[config.mk]
export PLATFORM = sky130hd
export DESIGN_NAME = dbg_access_router
export DESIGN_NICKNAME = d
export VERILOG_FILES = /design/src/rtl/dbg_access_pkg.sv /design/src/rtl/dbg_cmd_decode.sv /design/src/rtl/dbg_wr_shaper.sv /design/src/rtl/dbg_rd_shaper.sv /design/src/rtl/dbg_access_router.sv
export SDC_FILE = /design/constraint.sdc
export NUM_CORES = 1
export LEC_CHECK = 0
export ABC_AREA = 1
export ABC_CLOCK_PERIOD_IN_PS = 4370
export BUFFER_PORTS_ARGS = -buffer_cell sky130_fd_sc_hd__buf_2
export CELL_PAD_IN_SITES_DETAIL_PLACEMENT = 1
export CELL_PAD_IN_SITES_GLOBAL_PLACEMENT = 2
export CORE_ASPECT_RATIO = 2
export CORE_MARGIN = 1.5
export CORE_UTILIZATION = 25
export CTS_CLUSTER_SIZE = 14
export DETAILED_ROUTE_END_ITERATION = 10
export GPL_TIMING_DRIVEN = 0
export PLACE_DENSITY_LB_ADDON = 0.3
export SLEW_MARGIN = 5
export SYNTH_ARGS = -nofsm -noshare
export SYNTH_HDL_FRONTEND = slang
export SYNTH_HIERARCHICAL = 1
export SYNTH_SLANG_ARGS = --single-unit
[constraint.sdc]
create_clock -name clk -period 4.37 [get_ports clk]
set_input_delay 0.874 -clock clk [delete_from_list [all_inputs] [get_ports clk]]
set_output_delay 0.874 -clock clk [all_outputs]
set_load 0.05 [all_outputs]
[src/rtl/dbg_access_pkg.sv]
package dbg_access_pkg;

  typedef enum logic [2:0] {
    TGT_CRB     = 3'd0,
    TGT_SYSAG   = 3'd1,
    TGT_SCRATCH = 3'd2,
    TGT_STAGE   = 3'd3,
    TGT_PORT    = 3'd4,
    TGT_POWER   = 3'd5
  } tgt_e;

  typedef enum logic [1:0] {
    SZ_8  = 2'd0,
    SZ_16 = 2'd1,
    SZ_32 = 2'd2,
    SZ_64 = 2'd3
  } size_e;

  localparam logic [7:0] CMD_CRB    = 8'h00;
  localparam logic [7:0] CMD_SYSAG  = 8'h08;
  localparam logic [7:0] CMD_SCR    = 8'h10;
  localparam logic [7:0] CMD_PORT8  = 8'h18;
  localparam logic [7:0] CMD_STG    = 8'h40;
  localparam logic [7:0] CMD_PORT16 = 8'h48;
  localparam logic [7:0] CMD_PORT32 = 8'h50;
  localparam logic [7:0] CMD_PORT64 = 8'h58;
  localparam logic [7:0] CMD_STG2   = 8'h80;
  localparam logic [7:0] CMD_SAOP   = 8'hC8;
  localparam logic [7:0] CMD_PWR    = 8'hD0;
  localparam logic [7:0] CMD_PROC   = 8'hD8;

  localparam logic [7:0] SB_OP_RD = 8'h05;
  localparam logic [7:0] SB_OP_WR = 8'h07;

  typedef struct packed {
    logic  legal;
    logic  is_proc;
    tgt_e  tgt;
    size_e size;
    logic  alt;
    logic  sa_custom;
  } route_t;

  function automatic logic [63:0] width_mask(size_e s);
    case (s)
      SZ_8:    width_mask = 64'h0000_0000_0000_00FF;
      SZ_16:   width_mask = 64'h0000_0000_0000_FFFF;
      SZ_32:   width_mask = 64'h0000_0000_FFFF_FFFF;
      default: width_mask = '1;
    endcase
  endfunction

endpackage

[src/rtl/dbg_cmd_decode.sv]
module dbg_cmd_decode
  import dbg_access_pkg::*;
(
  input  logic       write,
  input  logic [7:0] cmd,
  output route_t     route
);
  always_comb begin
    route = '{legal: 1'b1, is_proc: 1'b0, tgt: TGT_CRB, size: SZ_64,
              alt: 1'b0, sa_custom: 1'b0};
    case (cmd)
      CMD_CRB:    route.tgt = TGT_CRB;
      CMD_SYSAG:  begin route.tgt = TGT_SYSAG; route.size = SZ_32; end
      CMD_SCR:    route.tgt = TGT_SCRATCH;
      CMD_STG:    route.tgt = TGT_STAGE;
      CMD_STG2:   begin route.tgt = TGT_STAGE; route.alt = 1'b1; end
      CMD_PORT8:  begin route.tgt = TGT_PORT; route.size = SZ_8;  end
      CMD_PORT16: begin route.tgt = TGT_PORT; route.size = SZ_16; end
      CMD_PORT32: begin route.tgt = TGT_PORT; route.size = SZ_32; end
      CMD_PORT64: route.tgt = TGT_PORT;
      CMD_SAOP: begin
        route.tgt = TGT_SYSAG; route.size = SZ_32; route.sa_custom = 1'b1;
        route.legal = write;
      end
      CMD_PWR: begin
        route.tgt = TGT_POWER; route.size = SZ_32; route.legal = write;
      end
      CMD_PROC: begin
        route.is_proc = 1'b1; route.legal = write;
      end
      default: route.legal = 1'b0;
    endcase
  end
endmodule

[src/rtl/dbg_wr_shaper.sv]
module dbg_wr_shaper
  import dbg_access_pkg::*;
(
  input  route_t      route,
  input  logic        write,
  input  logic [31:0] wdata_hi,
  input  logic [31:0] wdata_lo,
  output logic [63:0] wdata,
  output logic [7:0]  op
);
  always_comb begin
    if (route.sa_custom) begin
      wdata = {32'd0, wdata_lo};
      op    = wdata_hi[7:0];
    end else begin
      wdata = {wdata_hi, wdata_lo} & width_mask(route.size);
      case (route.tgt)
        TGT_SYSAG: op = write ? SB_OP_WR : SB_OP_RD;
        TGT_POWER: op = SB_OP_WR;
        default:   op = 8'd0;
      endcase
    end
    if (!write) wdata = '0;
  end
endmodule

[src/rtl/dbg_rd_shaper.sv]
module dbg_rd_shaper
  import dbg_access_pkg::*;
(
  input  logic        write,
  input  logic        is_agent,
  input  size_e       size,
  input  logic [63:0] rdata,
  input  logic [31:0] status,
  output logic [63:0] data,
  output logic [31:0] aux
);
  always_comb begin
    data = write ? 64'd0 : (rdata & width_mask(size));
    aux  = is_agent ? status : data[63:32];
  end
endmodule

[src/rtl/dbg_access_router.sv]
module dbg_access_router
  import dbg_access_pkg::*;
#(
  parameter int ADDR_W = 32
) (
  input  logic              clk,
  input  logic              rst,
  input  logic              req_valid,
  output logic              req_ready,
  input  logic              req_write,
  input  logic [7:0]        req_cmd,
  input  logic [ADDR_W-1:0] req_addr,
  input  logic [31:0]       req_wdata_hi,
  input  logic [31:0]       req_wdata_lo,
  output logic              rsp_valid,
  output logic [63:0]       rsp_data,
  output logic [31:0]       rsp_aux,
  output logic              rsp_err,
  output logic              tgt_req,
  output logic [2:0]        tgt_id,
  output logic              tgt_alt,
  output logic              tgt_write,
  output logic [1:0]        tgt_size,
  output logic [ADDR_W-1:0] tgt_addr,
  output logic [63:0]       tgt_wdata,
  output logic [7:0]        tgt_op,
  input  logic              tgt_done,
  input  logic [63:0]       tgt_rdata,
  input  logic [31:0]       tgt_status,
  output logic              proc_req,
  output logic [ADDR_W-1:0] proc_entry,
  input  logic              proc_ack
);
  typedef enum logic [1:0] {ST_IDLE, ST_TGT, ST_PROC} state_e;

  state_e      state;
  route_t      dec;
  logic [63:0] shaped_wdata;
  logic [7:0]  shaped_op;
  logic [63:0] rd_data;
  logic [31:0] rd_aux;
  logic        sa_custom_q;
  logic        accept;

  dbg_cmd_decode u_decode (
    .write (req_write),
    .cmd   (req_cmd),
    .route (dec)
  );

  dbg_wr_shaper u_wshape (
    .route    (dec),
    .write    (req_write),
    .wdata_hi (req_wdata_hi),
    .wdata_lo (req_wdata_lo),
    .wdata    (shaped_wdata),
    .op       (shaped_op)
  );

  dbg_rd_shaper u_rshape (
    .write    (tgt_write),
    .is_agent (tgt_id == TGT_SYSAG),
    .size     (size_e'(tgt_size)),
    .rdata    (tgt_rdata),
    .status   (tgt_status),
    .data     (rd_data),
    .aux      (rd_aux)
  );

  assign req_ready = (state == ST_IDLE);
  assign accept    = req_valid && req_ready;

  always_ff @(posedge clk) begin
    if (rst) begin
      state       <= ST_IDLE;
      rsp_valid   <= 1'b0;
      rsp_data    <= '0;
      rsp_aux     <= '0;
      rsp_err     <= 1'b0;
      tgt_req     <= 1'b0;
      tgt_id      <= '0;
      tgt_alt     <= 1'b0;
      tgt_write   <= 1'b0;
      tgt_size    <= '0;
      tgt_addr    <= '0;
      tgt_wdata   <= '0;
      tgt_op      <= '0;
      sa_custom_q <= 1'b0;
      proc_req    <= 1'b0;
      proc_entry  <= '0;
    end else begin
      rsp_valid <= 1'b0;
      case (state)
        ST_IDLE: begin
          if (accept) begin
            if (!dec.legal) begin
              rsp_valid <= 1'b1;
              rsp_err   <= 1'b1;
              rsp_data  <= '0;
              rsp_aux   <= '0;
            end else if (dec.is_proc) begin
              proc_req   <= 1'b1;
              proc_entry <= req_addr;
              state      <= ST_PROC;
            end else begin
              tgt_req     <= 1'b1;
              tgt_id      <= dec.tgt;
              tgt_alt     <= dec.alt;
              tgt_write   <= req_write;
              tgt_size    <= dec.size;
              tgt_addr    <= req_addr;
              tgt_wdata   <= shaped_wdata;
              tgt_op      <= shaped_op;
              sa_custom_q <= dec.sa_custom;
              state       <= ST_TGT;
            end
          end
        end
        ST_TGT: begin
          if (tgt_done) begin
            tgt_req   <= 1'b0;
            rsp_valid <= 1'b1;
            rsp_err   <= 1'b0;
            rsp_data  <= rd_data;
            rsp_aux   <= rd_aux;
            state     <= ST_IDLE;
          end
        end
        ST_PROC: begin
          if (proc_ack) begin
            proc_req  <= 1'b0;
            rsp_valid <= 1'b1;
            rsp_err   <= 1'b0;
            rsp_data  <= '0;
            rsp_aux   <= '0;
            state     <= ST_IDLE;
          end
        end
        default: state <= ST_IDLE;
      endcase
    end
  end

  AST_ONE_IN_FLIGHT: assert property (@(posedge clk) disable iff (rst)
    (tgt_req || proc_req) |-> !req_ready);
  AST_NO_DUAL_PENDING: assert property (@(posedge clk) disable iff (rst)
    !(tgt_req && proc_req));
  AST_TGT_HOLD: assert property (@(posedge clk) disable iff (rst)
    (tgt_req && !tgt_done) |=> (tgt_req && $stable(tgt_addr) && $stable(tgt_wdata) && $stable(tgt_op)));
  AST_PROC_HOLD: assert property (@(posedge clk) disable iff (rst)
    (proc_req && !proc_ack) |=> (proc_req && $stable(proc_entry)));
  AST_REFUSE_NO_ACCESS: assert property (@(posedge clk) disable iff (rst)
    (accept && !dec.legal) |=> (rsp_valid && rsp_err && !tgt_req && !proc_req));
  AST_ERR_ZERO: assert property (@(posedge clk) disable iff (rst)
    (rsp_valid && rsp_err) |-> (rsp_data == 64'd0 && rsp_aux == 32'd0));
  AST_BYTE_READ_CLEAR: assert property (@(posedge clk) disable iff (rst)
    (rsp_valid && !rsp_err && tgt_size == SZ_8) |-> (rsp_data[63:8] == '0));
  AST_SA_FIXED_OP: assert property (@(posedge clk) disable iff (rst)
    (tgt_req && tgt_id == TGT_SYSAG && !sa_custom_q) |-> (tgt_op == (tgt_write ? SB_OP_WR : SB_OP_RD)));
  AST_NARROW_WRITE_HI: assert property (@(posedge clk) disable iff (rst)
    (tgt_req && tgt_write && tgt_size != SZ_64) |-> (tgt_wdata[63:32] == '0));
endmodule

==> Word level (Yosys, flattened, before mapping) <==
Index checks and enable logic that the tools add are counted.
{ "totals": {"input_bits": 206, "ff_bits": 245} }
{ "op_classes": {"n_reduce_logical": 20, "muxes": 50, "bitwise_logic": 3, "n_eq_ne": 27} }
{ "op_table": {"columns": ["op", "count"], "rows": [
  ["$pmux 64 s3", 3],
  ["$mux 64", 8],
  ["$mux 32", 5],
  ["$and 64x64->64", 2],
  ["$pmux 32 s3", 1],
  ["$eq 8x7->1 const B", 4],
  ["$eq 8x8->1 const B", 4],
  ["$mux 1", 17],
  ["$eq 8x5->1 const B", 2],
  ["$pmux 8 s2", 1],
  ["$pmux 3 s5", 1],
  ["$reduce_and 5->1", 3],
  ["$mux 2", 6],
  ["$pmux 2 s3", 2],
  ["$reduce_and 4->1", 3],
  ["$reduce_or 9->1", 1],
  ["$eq 8x4->1 const B", 1],
  ["$logic_not 8->1", 1],
  ["$mux 8", 1],
  ["$ne 2x2->1 const B", 4],
  ["$reduce_or 4->1", 2],
  ["$eq 2x1->1 const B", 3],
  ["$eq 2x2->1 const B", 3],
  ["$eq 3x1->1 const B", 2],
  ["11 further kinds", 20]
]} }

==> Logic depth before layout (Yosys ltp) <==
{ "logic_depth": {"word_depth": 9, "depth_mapped": 16, "depth_no_buf": 15} }

==> Modules after synthesis <==
The synthesis kept the hierarchy.
{ "modules_own_cells": {"columns": ["module", "seq_area_each_um2", "n_inst", "area_each_um2", "cells_each"], "rows": [
  ["dbg_access_router", 4904.7, 1, 9409.0, 1332],
  ["dbg_rd_shaper", 0.0, 1, 1178.6, 283],
  ["dbg_wr_shaper", 0.0, 1, 860.8, 136],
  ["dbg_cmd_decode", 0.0, 1, 311.5, 62]
]} }

==> Worst setup path after synthesis <==
OpenSTA, ideal clock, no wires.
{ "synth_timing": {"path_type": "input to register", "start": "input req_cmd[0]", "end": "register tgt_wdata[7]", "cell_stages": 14, "setup_ns": 0.116, "slack_ns": 2.026, "arrival_ns": 2.228, "required_time_ns": 4.254, "path_cell_list": "inv_1 nand2_2 nor2_2 nand3_1 nand3_1 nor2_1 nand2_1 nand2_2 nor2_2 nand2_2 buf_6 clkbuf_1 o21ai_0 nor2_1"} }
{ "synth_lines": {"columns": ["element", "line", "text"], "rows": [
  ["start: declaration", "dbg_access_router.sv:11", "input logic [7:0] req_cmd,"],
  ["end signal: assignment", "dbg_access_router.sv:112", "tgt_wdata <= shaped_wdata;"],
  ["end: declaration", "dbg_access_router.sv:25", "output logic [63:0] tgt_wdata,"]
]} }

==> results_dict.tcl <==
set metrics [dict create \
    clk_path_buf_depth 3 \
    antenna_found_initial 10 \
    fin_crit_sh_pct 60.3 \
    cts_root_buf "clkbuf_16" \
    vias 12600 \
    arrival_ns 3.09 \
    grt_usage_pct 20.0 \
    die_h_um 310 \
    setup_violations 0 \
    gp_congestion 0.865 \
    power_density_mw_per_mm2 575 \
    worstSetupEndpointType "flop" \
    skew_ns 0.0276 \
    nNetsFinal 2500 \
    drcViolationCount 0 \
    rr_worst_depth 9 \
    antenna_left 0 \
    fin_setup_tns_ns 0 \
    fp-row-count 112 \
    p_comb_share_pct 43.2 \
    portBuffers 449 \
    cp-endpoint "tgt_wdata[49]" \
    total_power_uw 9000 \
    critPathLaunchType "input pin" \
    crit_required_ns 4.82 \
    die_area_mm2 0.0484 \
    final_common_cell "nor2_1" \
    grt_overflow 0 \
    outcome "completed" \
    ys_seq_area_share_pct 41.7 \
    vias_per_cell 4.30 \
    min_period_ns 2.63 \
    slew_headroom_pct 50.9 \
    internal_power_uw 4880 \
    syn-cell-area_mm2 0.0118 \
    clock.fmax_mhz 380 \
    syn_nets 2023 \
    maxCapViolCount 0 \
    yosys_warnings 6 \
    grt_max_degree 14 \
    pwr-share-seq_pct 31.4 \
    crit_fanout 10 \
    p_leak_uw 0.00833 \
    r2r_slack_ns 2.23 \
    clock-sinks 245 \
    nFillCells 6181 \
    crit_path_start "req_cmd[0]" \
    slew_violations 0 \
    die_w_um 156 \
    synth_cell_type_count 31 \
    worst_pin_slew_ns 0.737 \
    detailedRoute.firstPassIterationCount 4 \
    dp_hpwl_um 40900 \
    cts_setup_buffers 0 \
    cts.hold.buffers_added 0 \
    swShare_pct 45.8 \
    clk_pin_slew_ns 0.06 \
    core_area_mm2 0.0465 \
    grt_pass1_vias 13300 \
    crit_type "in2reg" \
    layout-drive-gt1-share_pct 27.0 \
    synth_seq_cells 245 \
    grt_pass1_wl_um 74100 \
    rsz0062_at_grt "no" \
    cts_tree "built" \
    ir_drop_v 0.000292 \
    io_pins 450 \
    insertion_delay_ns 0.57 \
    wirelength_um 49400 \
    start_util_pct 25.3 \
    clkPwrFrac_pct 25.4 \
    hold_viol_final 0 \
    p_switching_uw 4120 \
    cts_resized 0 \
    syn2layout_area_growth_pct 33.1 \
    wl_per_cell_um 16.8 \
    synth.avg_cell_area_um2 6.49 \
    detailedRoute.firstIterationViolations 343 \
    rr_endpoint "rsp_data[33]" \
    cts_buffers 26 \
    layout_common_cells "591 x nor2_1, 484 x buf_2, 455 x nand2_1" \
    synth_cells 1813 \
    hp-class "reg2reg" \
    htree_levels 1 \
    r2r_start "state[0]" \
]
## synthesized netlist by cell type, drive strengths merged
| cell type | instances | area (um^2) |
|---|---|---|
| nor2 | 601 | 2320 |
| nand2 | 465 | 1780 |
| dfxtp | 245 | 4900 |
| o21ai | 151 | 767 |
| inv | 144 | 541 |
| buf | 71 | 543 |
| clkbuf | 48 | 200 |
| nand3 | 44 | 225 |
| nor3b | 31 | 373 |
| ha | 4 | 50.1 |
| a21oi | 2 | 10.0 |
| nor3 | 2 | 10.0 |
| a31oi | 1 | 6.26 |
| clkinv | 1 | 5.00 |
| nand4 | 1 | 6.26 |
| o211ai | 1 | 7.51 |
| o21bai | 1 | 11.3 |
## stage by stage
step / util (%) / instances / setup slack (ns) / hold slack [ns] / cell area [um^2]
finish: 33.6 / 2940 / 1.74 / 0.472 / 15700
global route: 33.6 / 2939 / 1.44 / 0.501 / 15700
CTS: 33.6 / 2936 / 1.56 / 0.480 / 15600
detailed placement: 31.8 / 2889 / 0.967 / 0.466 / 14800
global placement: 31.8 / 2889 / 1.09 / 0.457 / 14800
floorplan: - / 1813 / 2.03 / 0.498 / 11800
## layout make-up
| cell class | instances | area (um^2) | area share (%) |
|---|---|---|---|
| antenna | 4 | 10.0 | 0.0639 |
| buffer | 119 | 743 | 4.75 |
| clock buffer | 35 | 724 | 4.63 |
| clock inverter | 12 | 129 | 0.823 |
| inverter | 145 | 546 | 3.48 |
| multi-input combinational | 1304 | 5570 | 35.6 |
| sequential | 245 | 4900 | 31.3 |
| tap | 627 | 785 | 5.01 |
| timing repair buffer | 449 | 2250 | 14.4 |
## worst min path at each step
stage                     slack, ns         from  cells past startpoint           to
after floorplan                0.50     state[0]                      2     state[0]
after global placement         0.46  rsp_aux[17]                      2  rsp_aux[17]
after detailed placement       0.47   rsp_aux[5]                      2   rsp_aux[5]
after CTS                      0.48   rsp_aux[5]                      2   rsp_aux[5]
after global routing           0.50    tgt_op[5]                      2    tgt_op[5]
final                          0.47   rsp_aux[5]                      2   rsp_aux[5]
## layer usage
layer	up-vias	share of wire, %	GRT usage, %
met5	-	0.17	0
met4	12	2.3	5.58
met3	60	7.7	6.17
met2	344	57	41.9
met1	5814	33	17.6
li1	6414	-	-
## logic make-up (layout without fill, tap and decap cells)
kind of cell	Yosys count	in the layout	share of synthesized area, %
simple gates	1144	1144	40.1
other cells	0	4	0
flops	245	245	41.7
buf+inv	264	760	11.0
compound gates	156	156	6.82
fa+ha+maj	4	4	0.426
## critical path, stage by stage
cell      delay (ns)
buf_2           0.10
inv_1           0.06
nand2_2         0.09
nor2_2          0.20
nand2_1         0.18
nand3_2         0.11
nand2_1         0.06
nand2_1         0.19
nand2_2         0.12
nor2_2          0.16
nand2_2         0.15
buf_6           0.20
clkbuf_1        0.22
o21ai_0         0.30
nor2_1          0.08
## power groups by stage
stage / clock network (uW) / registers [uW] / logic [uW]
2_1_floorplan: 0 / 4170 / 1540
6_report: 2290 / 2830 / 3890
5_1_grt: 2460 / 2870 / 4280
4_1_cts: 2360 / 2840 / 3990
3_3_place_gp: 0 / 2870 / 3930
3_5_place_dp: 0 / 2880 / 3980
## flip-flops by register name, summed over array words and instances (netlist names)
name,count
proc_entry,32
proc_req,1
rsp_aux,32
rsp_data,64
rsp_err,1
rsp_valid,1
state,2
tgt_addr,32
tgt_alt,1
tgt_id,3
tgt_op,8
tgt_req,1
tgt_size,2
tgt_wdata,64
tgt_write,1
Note: power is estimated with default switching activity, not from simulation.
